$ cat config.mk
export PLATFORM = sky130hd
export DESIGN_NAME = vsn_unit
export DESIGN_NICKNAME = d
export VERILOG_FILES = /design/src/rtl/vsn_pkg.sv /design/src/rtl/vsn_rst_sync.sv /design/src/rtl/vsn_size_decode.sv /design/src/rtl/vsn_lane_sat.sv /design/src/rtl/vsn_width_path.sv /design/src/rtl/vsn_unit.sv
export SDC_FILE = /design/constraint.sdc
export NUM_CORES = 1
export LEC_CHECK = 0
export BUFFER_PORTS_ARGS = -buffer_cell sky130_fd_sc_hd__buf_2
export CAP_MARGIN = 20
export CORE_MARGIN = 2
export CORE_UTILIZATION = 40
export DETAILED_ROUTE_END_ITERATION = 12
export PLACE_DENSITY = 0.71
export SYNTH_ARGS = -nofsm -noshare
export SYNTH_HDL_FRONTEND = slang
export SYNTH_SLANG_ARGS = --single-unit
export TNS_END_PERCENT = 50
$ cat constraint.sdc
create_clock -name clk -period 9.3 [get_ports clk]
set_input_delay 1.86 -clock clk [delete_from_list [all_inputs] [get_ports clk]]
set_output_delay 1.86 -clock clk [all_outputs]
set_load 0.02 [all_outputs]
$ cat src/rtl/vsn_pkg.sv
package vsn_pkg;

  localparam int unsigned CODE_W = 3;

  typedef enum logic [CODE_W-1:0] {
    SZ_ELEM16 = 3'b001,
    SZ_ELEM32 = 3'b010,
    SZ_ELEM64 = 3'b100
  } size_code_e;

  // one-hot width selector: bit 0 = 16, bit 1 = 32, bit 2 = 64
  typedef logic [2:0] width_sel_t;

endpackage

$ cat src/rtl/vsn_rst_sync.sv
module vsn_rst_sync #(
  parameter int unsigned STAGES = 2
) (
  input  logic clk,
  input  logic rst_n,
  output logic rst_q_n
);

  logic [STAGES-1:0] sync_q;
  logic [STAGES-1:0] sync_d;

  always_comb begin
    sync_d = {sync_q[STAGES-2:0], 1'b1};
  end

  always_ff @(posedge clk or negedge rst_n) begin
    if (!rst_n) begin
      sync_q <= '0;
    end else begin
      sync_q <= sync_d;
    end
  end

  assign rst_q_n = sync_q[STAGES-1];

endmodule

$ cat src/rtl/vsn_size_decode.sv
module vsn_size_decode
  import vsn_pkg::*;
(
  input  logic                    size_hi,
  input  logic [1:0]              size_lo,
  output width_sel_t              wsel_o,
  output logic                    legal_o
);

  logic [CODE_W-1:0] code;

  always_comb begin
    code   = {size_hi, size_lo};
    wsel_o = '0;
    unique case (code)
      SZ_ELEM16: wsel_o = 3'b001;
      SZ_ELEM32: wsel_o = 3'b010;
      SZ_ELEM64: wsel_o = 3'b100;
      default:   wsel_o = '0;
    endcase
    legal_o = |wsel_o;
  end

  always_comb begin
    AST_SEL_ONEHOT: assert ($onehot0(wsel_o));
  end

endmodule

$ cat src/rtl/vsn_lane_sat.sv
module vsn_lane_sat #(
  parameter int unsigned SRC_W = 16,
  localparam int unsigned HALF_W = SRC_W / 2
) (
  input  logic [SRC_W-1:0] src_i,
  output logic [SRC_W-1:0] slot_o
);

  logic              is_neg;
  logic              too_big;
  logic [HALF_W-1:0] narrow;

  always_comb begin
    is_neg  = src_i[SRC_W-1];
    too_big = |src_i[SRC_W-2:HALF_W];
    if (is_neg) begin
      narrow = '0;
    end else if (too_big) begin
      narrow = '1;
    end else begin
      narrow = src_i[HALF_W-1:0];
    end
    slot_o = {{HALF_W{1'b0}}, narrow};
  end

endmodule

$ cat src/rtl/vsn_width_path.sv
module vsn_width_path #(
  parameter int unsigned VLEN  = 128,
  parameter int unsigned SRC_W = 16,
  localparam int unsigned N_ELEM = VLEN / SRC_W
) (
  input  logic [VLEN-1:0] vec_i,
  output logic [VLEN-1:0] vec_o
);

  for (genvar e = 0; e < N_ELEM; e++) begin : g_elem
    vsn_lane_sat #(
      .SRC_W (SRC_W)
    ) i_sat (
      .src_i  (vec_i[e*SRC_W +: SRC_W]),
      .slot_o (vec_o[e*SRC_W +: SRC_W])
    );
  end

endmodule

$ cat src/rtl/vsn_unit.sv
module vsn_unit
  import vsn_pkg::*;
#(
  parameter int unsigned VLEN = 128
) (
  input  logic            clk,
  input  logic            rst_n,
  input  logic            in_valid,
  input  logic            size_hi,
  input  logic [1:0]      size_lo,
  input  logic [VLEN-1:0] in_vec,
  output logic            out_valid,
  output logic            out_illegal,
  output logic [VLEN-1:0] out_vec
);

  localparam int unsigned N_WIDTHS = 3;
  localparam int unsigned BASE_W   = 16;

  logic                  rst_q_n;
  width_sel_t            wsel;
  logic                  legal;
  logic [VLEN-1:0]       path_vec [N_WIDTHS];
  logic [VLEN-1:0]       odd_mask [N_WIDTHS];

  logic                  valid_d, valid_q;
  logic                  ill_d, ill_q;
  logic                  vec_en;
  logic [VLEN-1:0]       vec_d, vec_q;

  vsn_rst_sync #(
    .STAGES (2)
  ) i_rst_sync (
    .clk     (clk),
    .rst_n   (rst_n),
    .rst_q_n (rst_q_n)
  );

  vsn_size_decode i_decode (
    .size_hi (size_hi),
    .size_lo (size_lo),
    .wsel_o  (wsel),
    .legal_o (legal)
  );

  for (genvar w = 0; w < N_WIDTHS; w++) begin : g_width
    localparam int unsigned SW = BASE_W << w;
    localparam int unsigned HW = SW / 2;

    vsn_width_path #(
      .VLEN  (VLEN),
      .SRC_W (SW)
    ) i_path (
      .vec_i (in_vec),
      .vec_o (path_vec[w])
    );

    // odd-lane mask used by the checks below
    for (genvar e = 0; e < VLEN / SW; e++) begin : g_mask
      assign odd_mask[w][e*SW +: SW] = {{HW{1'b1}}, {HW{1'b0}}};
    end
  end

  // next state
  always_comb begin
    vec_d = '0;
    for (int w = 0; w < N_WIDTHS; w++) begin
      if (wsel[w]) begin
        vec_d = path_vec[w];
      end
    end
    valid_d = in_valid & legal;
    ill_d   = in_valid & ~legal;
    vec_en  = in_valid;
  end

  // registers
  always_ff @(posedge clk or negedge rst_q_n) begin
    if (!rst_q_n) begin
      valid_q <= 1'b0;
      ill_q   <= 1'b0;
      vec_q   <= '0;
    end else begin
      valid_q <= valid_d;
      ill_q   <= ill_d;
      if (vec_en) begin
        vec_q <= vec_d;
      end
    end
  end

  assign out_valid   = valid_q;
  assign out_illegal = ill_q;
  assign out_vec     = vec_q;

  // checks
  AST_FLAG_EXCL: assert property (@(posedge clk) disable iff (!rst_q_n)
    !(out_valid && out_illegal));

  AST_BAD_CODE: assert property (@(posedge clk) disable iff (!rst_q_n)
    (in_valid && !({size_hi, size_lo} inside {3'b001, 3'b010, 3'b100}))
      |=> (out_illegal && !out_valid));

  AST_GOOD_CODE: assert property (@(posedge clk) disable iff (!rst_q_n)
    (in_valid && ({size_hi, size_lo} inside {3'b001, 3'b010, 3'b100}))
      |=> (out_valid && !out_illegal));

  AST_ILL_ZERO: assert property (@(posedge clk) disable iff (!rst_q_n)
    out_illegal |-> (out_vec == '0));

  AST_IDLE_HOLD: assert property (@(posedge clk) disable iff (!rst_q_n)
    !in_valid |=> ($stable(out_vec) && !out_valid && !out_illegal));

  AST_ODD16_CLEAR: assert property (@(posedge clk) disable iff (!rst_q_n)
    (in_valid && {size_hi, size_lo} == 3'b001) |=> ((out_vec & odd_mask[0]) == '0));

  AST_ODD32_CLEAR: assert property (@(posedge clk) disable iff (!rst_q_n)
    (in_valid && {size_hi, size_lo} == 3'b010) |=> ((out_vec & odd_mask[1]) == '0));

  AST_ODD64_CLEAR: assert property (@(posedge clk) disable iff (!rst_q_n)
    (in_valid && {size_hi, size_lo} == 3'b100) |=> ((out_vec & odd_mask[2]) == '0));

endmodule

==> flow_metrics.tcl <==
set metrics [dict create \
    seq_area_frac_synth_pct 54.82 \
    fin_tns_setup_ns 0 \
    num_rows 42 \
    first_global_vias 5193 \
    combPwrFrac_pct 13.4 \
    yosysWarningCount 0 \
    floorplan.die.width_um 119.1 \
    antenna_found_initial 0 \
    timing.setup.critical_path_class "primary input to flop" \
    routed_wl_um 16280 \
    hold_violations 0 \
    layout.nets 911 \
    swShare_pct 25.42 \
    postSynth.asyncResetShare_pct 100.0 \
    synth.lib_cells_used.distinct 48 \
    syn_avg_cell_area_um2 9.806 \
    timing.slew.headroom_pct 32.12 \
    floorplan.die_area_um2 14170 \
    clock_tree_sinks 116 \
    p_int_mw 1.105 \
    worstMarginPinSlew_ns 1.014 \
    hpwlAfterDp_um 12130 \
    max_clk_rate_ghz 0.2298 \
    overflow_left_after_global_routing 0 \
    netlist_area_um2 5295 \
    antenna_cells 0 \
    max-cap-violations 0 \
    clock_path_buffers 2 \
    crit_required_ns 9.64 \
    hold_buffers 0 \
    instances_no_fill 965 \
    largest_net_degree_at_the_start_of_global_routing 76 \
    slowest_stage "sky130_fd_sc_hd__buf_4" \
    place.detailed.instances 934 \
    worst_ep_arrival_time_ns 4.69 \
    min_path_type "flop to async pin" \
    die-height_um 119.1 \
    cts_buffers 17 \
    run_status "finished clean" \
    1st_pass_router_iterations 4 \
    groute.usage.overall_pct 23.36 \
    rsz_0062_raised_after_global_routing "no" \
    ant_nets 0 \
    cts.htree.levels 4 \
    clk_latency_ns 0.40 \
    root_buffer "sky130_fd_sc_hd__clkbuf_16" \
    flow.area_growth_from_synthesis_pct 36.79 \
    p_switching_mw 0.3767 \
    critical-path-top-cell-by-count "sky130_fd_sc_hd__buf_4" \
    resized_cells_post_cts 0 \
    sequentialPowerShare_pct 38.0 \
    nature_of_the_critical_path_endpoint "flop" \
    netlist_instances 540 \
    placeableCoreArea_um2 13090 \
    synth-edff-count 0 \
    post_route_cells_drive_above_1_share_pct 37.14 \
    fin_crit_sh_pct 46.79 \
    gp_congestion 0.8458 \
    postSynthRegisterBits 116 \
    route.vias.total 5125 \
    worst_path_largest_cell_delay_ns 0.55 \
    final.min_clock_period_ns 4.352 \
    power_density_nw_per_um2 204.6 \
    setup_violations 0 \
    clk_transition_reported_paths_ns 0.05 \
    ios 264 \
    clock-skew-final_ns 0.005903 \
    tritoncts "yes" \
    detail_route.iter0.violations 260 \
    worstSetupStartpointType "primary input" \
    portBuffers 247 \
    critPathMaxFanout 75 \
    grt_pass1_wl_um 26140 \
    cts_setup_buffers 0 \
    viasPerCell 5.311 \
    cp_cell_sequence "buf_2, buf_4, inv_2, buf_4, or2_2, o22ai_1, a22oi_1, nand2_1" \
    final_max_slew_viol_count 0 \
    ir_worst_vdd_mv 0.09620 \
    initial_core_utilization_pct 40.47 \
    share_clk_of_total_power_pct 48.6 \
    wl_per_cell_um 16.87 \
    post-route-drc-count 0 \
    synthFlopType "sky130_fd_sc_hd__dfrtp_1" \
    power_leakage_nw 3.701 \
]
## metal layers
metal | up-vias | share of wire [%] | GRT usage (%)
li1 | 2397 | - | -
met1 | 2491 | 42 | 29.59
met2 | 216 | 49 | 38.07
met3 | 21 | 7.7 | 6.513
met4 | 0 | 1.7 | 8.929
met5 | - | 0 | 0
## worst max-delay path: cells and delay by family
kind / cells / cell delay [ns]
compound gates: 2 / 0.69
buf+inv: 4 / 1.54
simple gates: 2 / 0.57
## kinds of logic after synthesis
kind of cell | after synthesis | synth area share, %
AOI/OAI and AO/OA | 166 | 22.12
xor gates and xnor gates | 1 | 0.1654
buffers and inverters | 74 | 6.451
DFF | 116 | 54.82
other | 2 | 0.1418
and+or+nand+nor | 181 | 16.30
## cell type report
cell class | count | area (um2)
clock buffers | 22 | 474.2
clock inverters | 9 | 175.2
fillers | 1181 | 5842
inverters | 27 | 101.3
multi-input cells | 365 | 2107
flip-flops and latches | 116 | 2907
well taps | 176 | 220.2
repair buffers | 250 | 1259
## per-stage QoR
stage | instance area, um2 | worst slack [ns] | total power [mW] | hold WS, ns | utilization (%)
after floorplan | 5351 | 5.549 | 0.6812 | 0.3312 | -
after global placement | 6594 | 4.716 | 0.7649 | 0.3329 | 50.39
after detailed placement | 6594 | 4.544 | 0.7704 | 0.3426 | 50.39
after CTS | 7243 | 4.953 | 1.494 | 0.3585 | 55.35
after global routing | 7243 | 4.671 | 1.536 | 0.3689 | 55.35
final | 7243 | 4.948 | 1.482 | 0.3467 | 55.35
## registers in the layout, indices dropped and copies added (netlist names)
register,cells
i_rst_sync.sync_q,2
out_illegal,1
out_vec,112
out_valid,1
## cell usage after synthesis, drive strengths merged (3+ instances only)
| cell type | number | area [um2] |
|---|---|---|
| a211oi | 3 | 27.52 |
| a21o | 5 | 37.54 |
| a21oi | 26 | 130.1 |
| a221o | 16 | 160.2 |
| a22oi | 10 | 75.07 |
| a2bb2oi | 6 | 52.55 |
| a31oi | 6 | 37.54 |
| buf | 20 | 138.9 |
| clkbuf | 27 | 101.4 |
| dfrtp | 116 | 2903 |
| inv | 27 | 101.3 |
| nand2 | 57 | 214.0 |
| nand3 | 12 | 60.06 |
| nor2 | 55 | 206.5 |
| nor3 | 10 | 50.05 |
| nor3b | 4 | 30.03 |
| nor4 | 17 | 106.4 |
| o211ai | 17 | 127.6 |
| o21ai | 43 | 219.0 |
| o2bb2ai | 25 | 219.0 |
| or3 | 4 | 25.02 |
| or3b | 4 | 35.03 |
| or4 | 7 | 52.55 |
## final timing paths
path | from | slack, ns | end | cells past startpoint
max reg2reg | i_rst_sync.sync_q[1] | 7.66 | out_vec[71] | 1
min reg2reg | i_rst_sync.sync_q[1] | 0.35 | out_vec[9] | 0
max in group asynchronous | i_rst_sync.sync_q[1] | 7.66 | out_vec[71] | 1
min | i_rst_sync.sync_q[1] | 0.35 | out_vec[9] | 0
min in group clk | i_rst_sync.sync_q[0] | 0.35 | i_rst_sync.sync_q[1] | 0
max | in_valid | 4.95 | out_vec[32] | 8
## layout by cell type (no fill, tap or decap), types with 2 or more instances in the layout
cell type / count
sky130_fd_sc_hd__a31oi_1: 6
sky130_fd_sc_hd__nand4_1: 2
sky130_fd_sc_hd__or4_1: 7
sky130_fd_sc_hd__nor4_1: 17
sky130_fd_sc_hd__o211ai_1: 17
sky130_fd_sc_hd__clkbuf_8: 3
sky130_fd_sc_hd__inv_1: 26
sky130_fd_sc_hd__clkinv_2: 2
sky130_fd_sc_hd__a221o_1: 16
sky130_fd_sc_hd__clkbuf_16: 17
sky130_fd_sc_hd__a21o_1: 5
sky130_fd_sc_hd__nand3_1: 12
sky130_fd_sc_hd__clkinvlp_4: 2
sky130_fd_sc_hd__dfrtp_1: 115
sky130_fd_sc_hd__buf_4: 3
sky130_fd_sc_hd__or3b_2: 4
sky130_fd_sc_hd__nor3_1: 10
sky130_fd_sc_hd__clkbuf_1: 2
sky130_fd_sc_hd__a2bb2oi_1: 6
sky130_fd_sc_hd__a211oi_1: 2
sky130_fd_sc_hd__and2_1: 2
sky130_fd_sc_hd__nand2_1: 57
sky130_fd_sc_hd__o21ai_0: 41
sky130_fd_sc_hd__or2_2: 2
sky130_fd_sc_hd__a21oi_1: 26
sky130_fd_sc_hd__or3_1: 4
sky130_fd_sc_hd__nor3b_1: 4
sky130_fd_sc_hd__buf_2: 247
sky130_fd_sc_hd__a22oi_1: 10
sky130_fd_sc_hd__bufinv_16: 5
sky130_fd_sc_hd__o2bb2ai_1: 25
sky130_fd_sc_hd__conb_1: 17
sky130_fd_sc_hd__nor2_1: 55
## power groups by stage
stage,registers [mW],clock network (mW),logic (mW)
floorplan,0.615,0,0.0663
global placement,0.571,0,0.194
detailed placement,0.571,0,0.199
CTS,0.564,0.730,0.199
global route,0.568,0.752,0.215
finish,0.563,0.720,0.198
No activity file was read; power rests on OpenSTA's default activity.
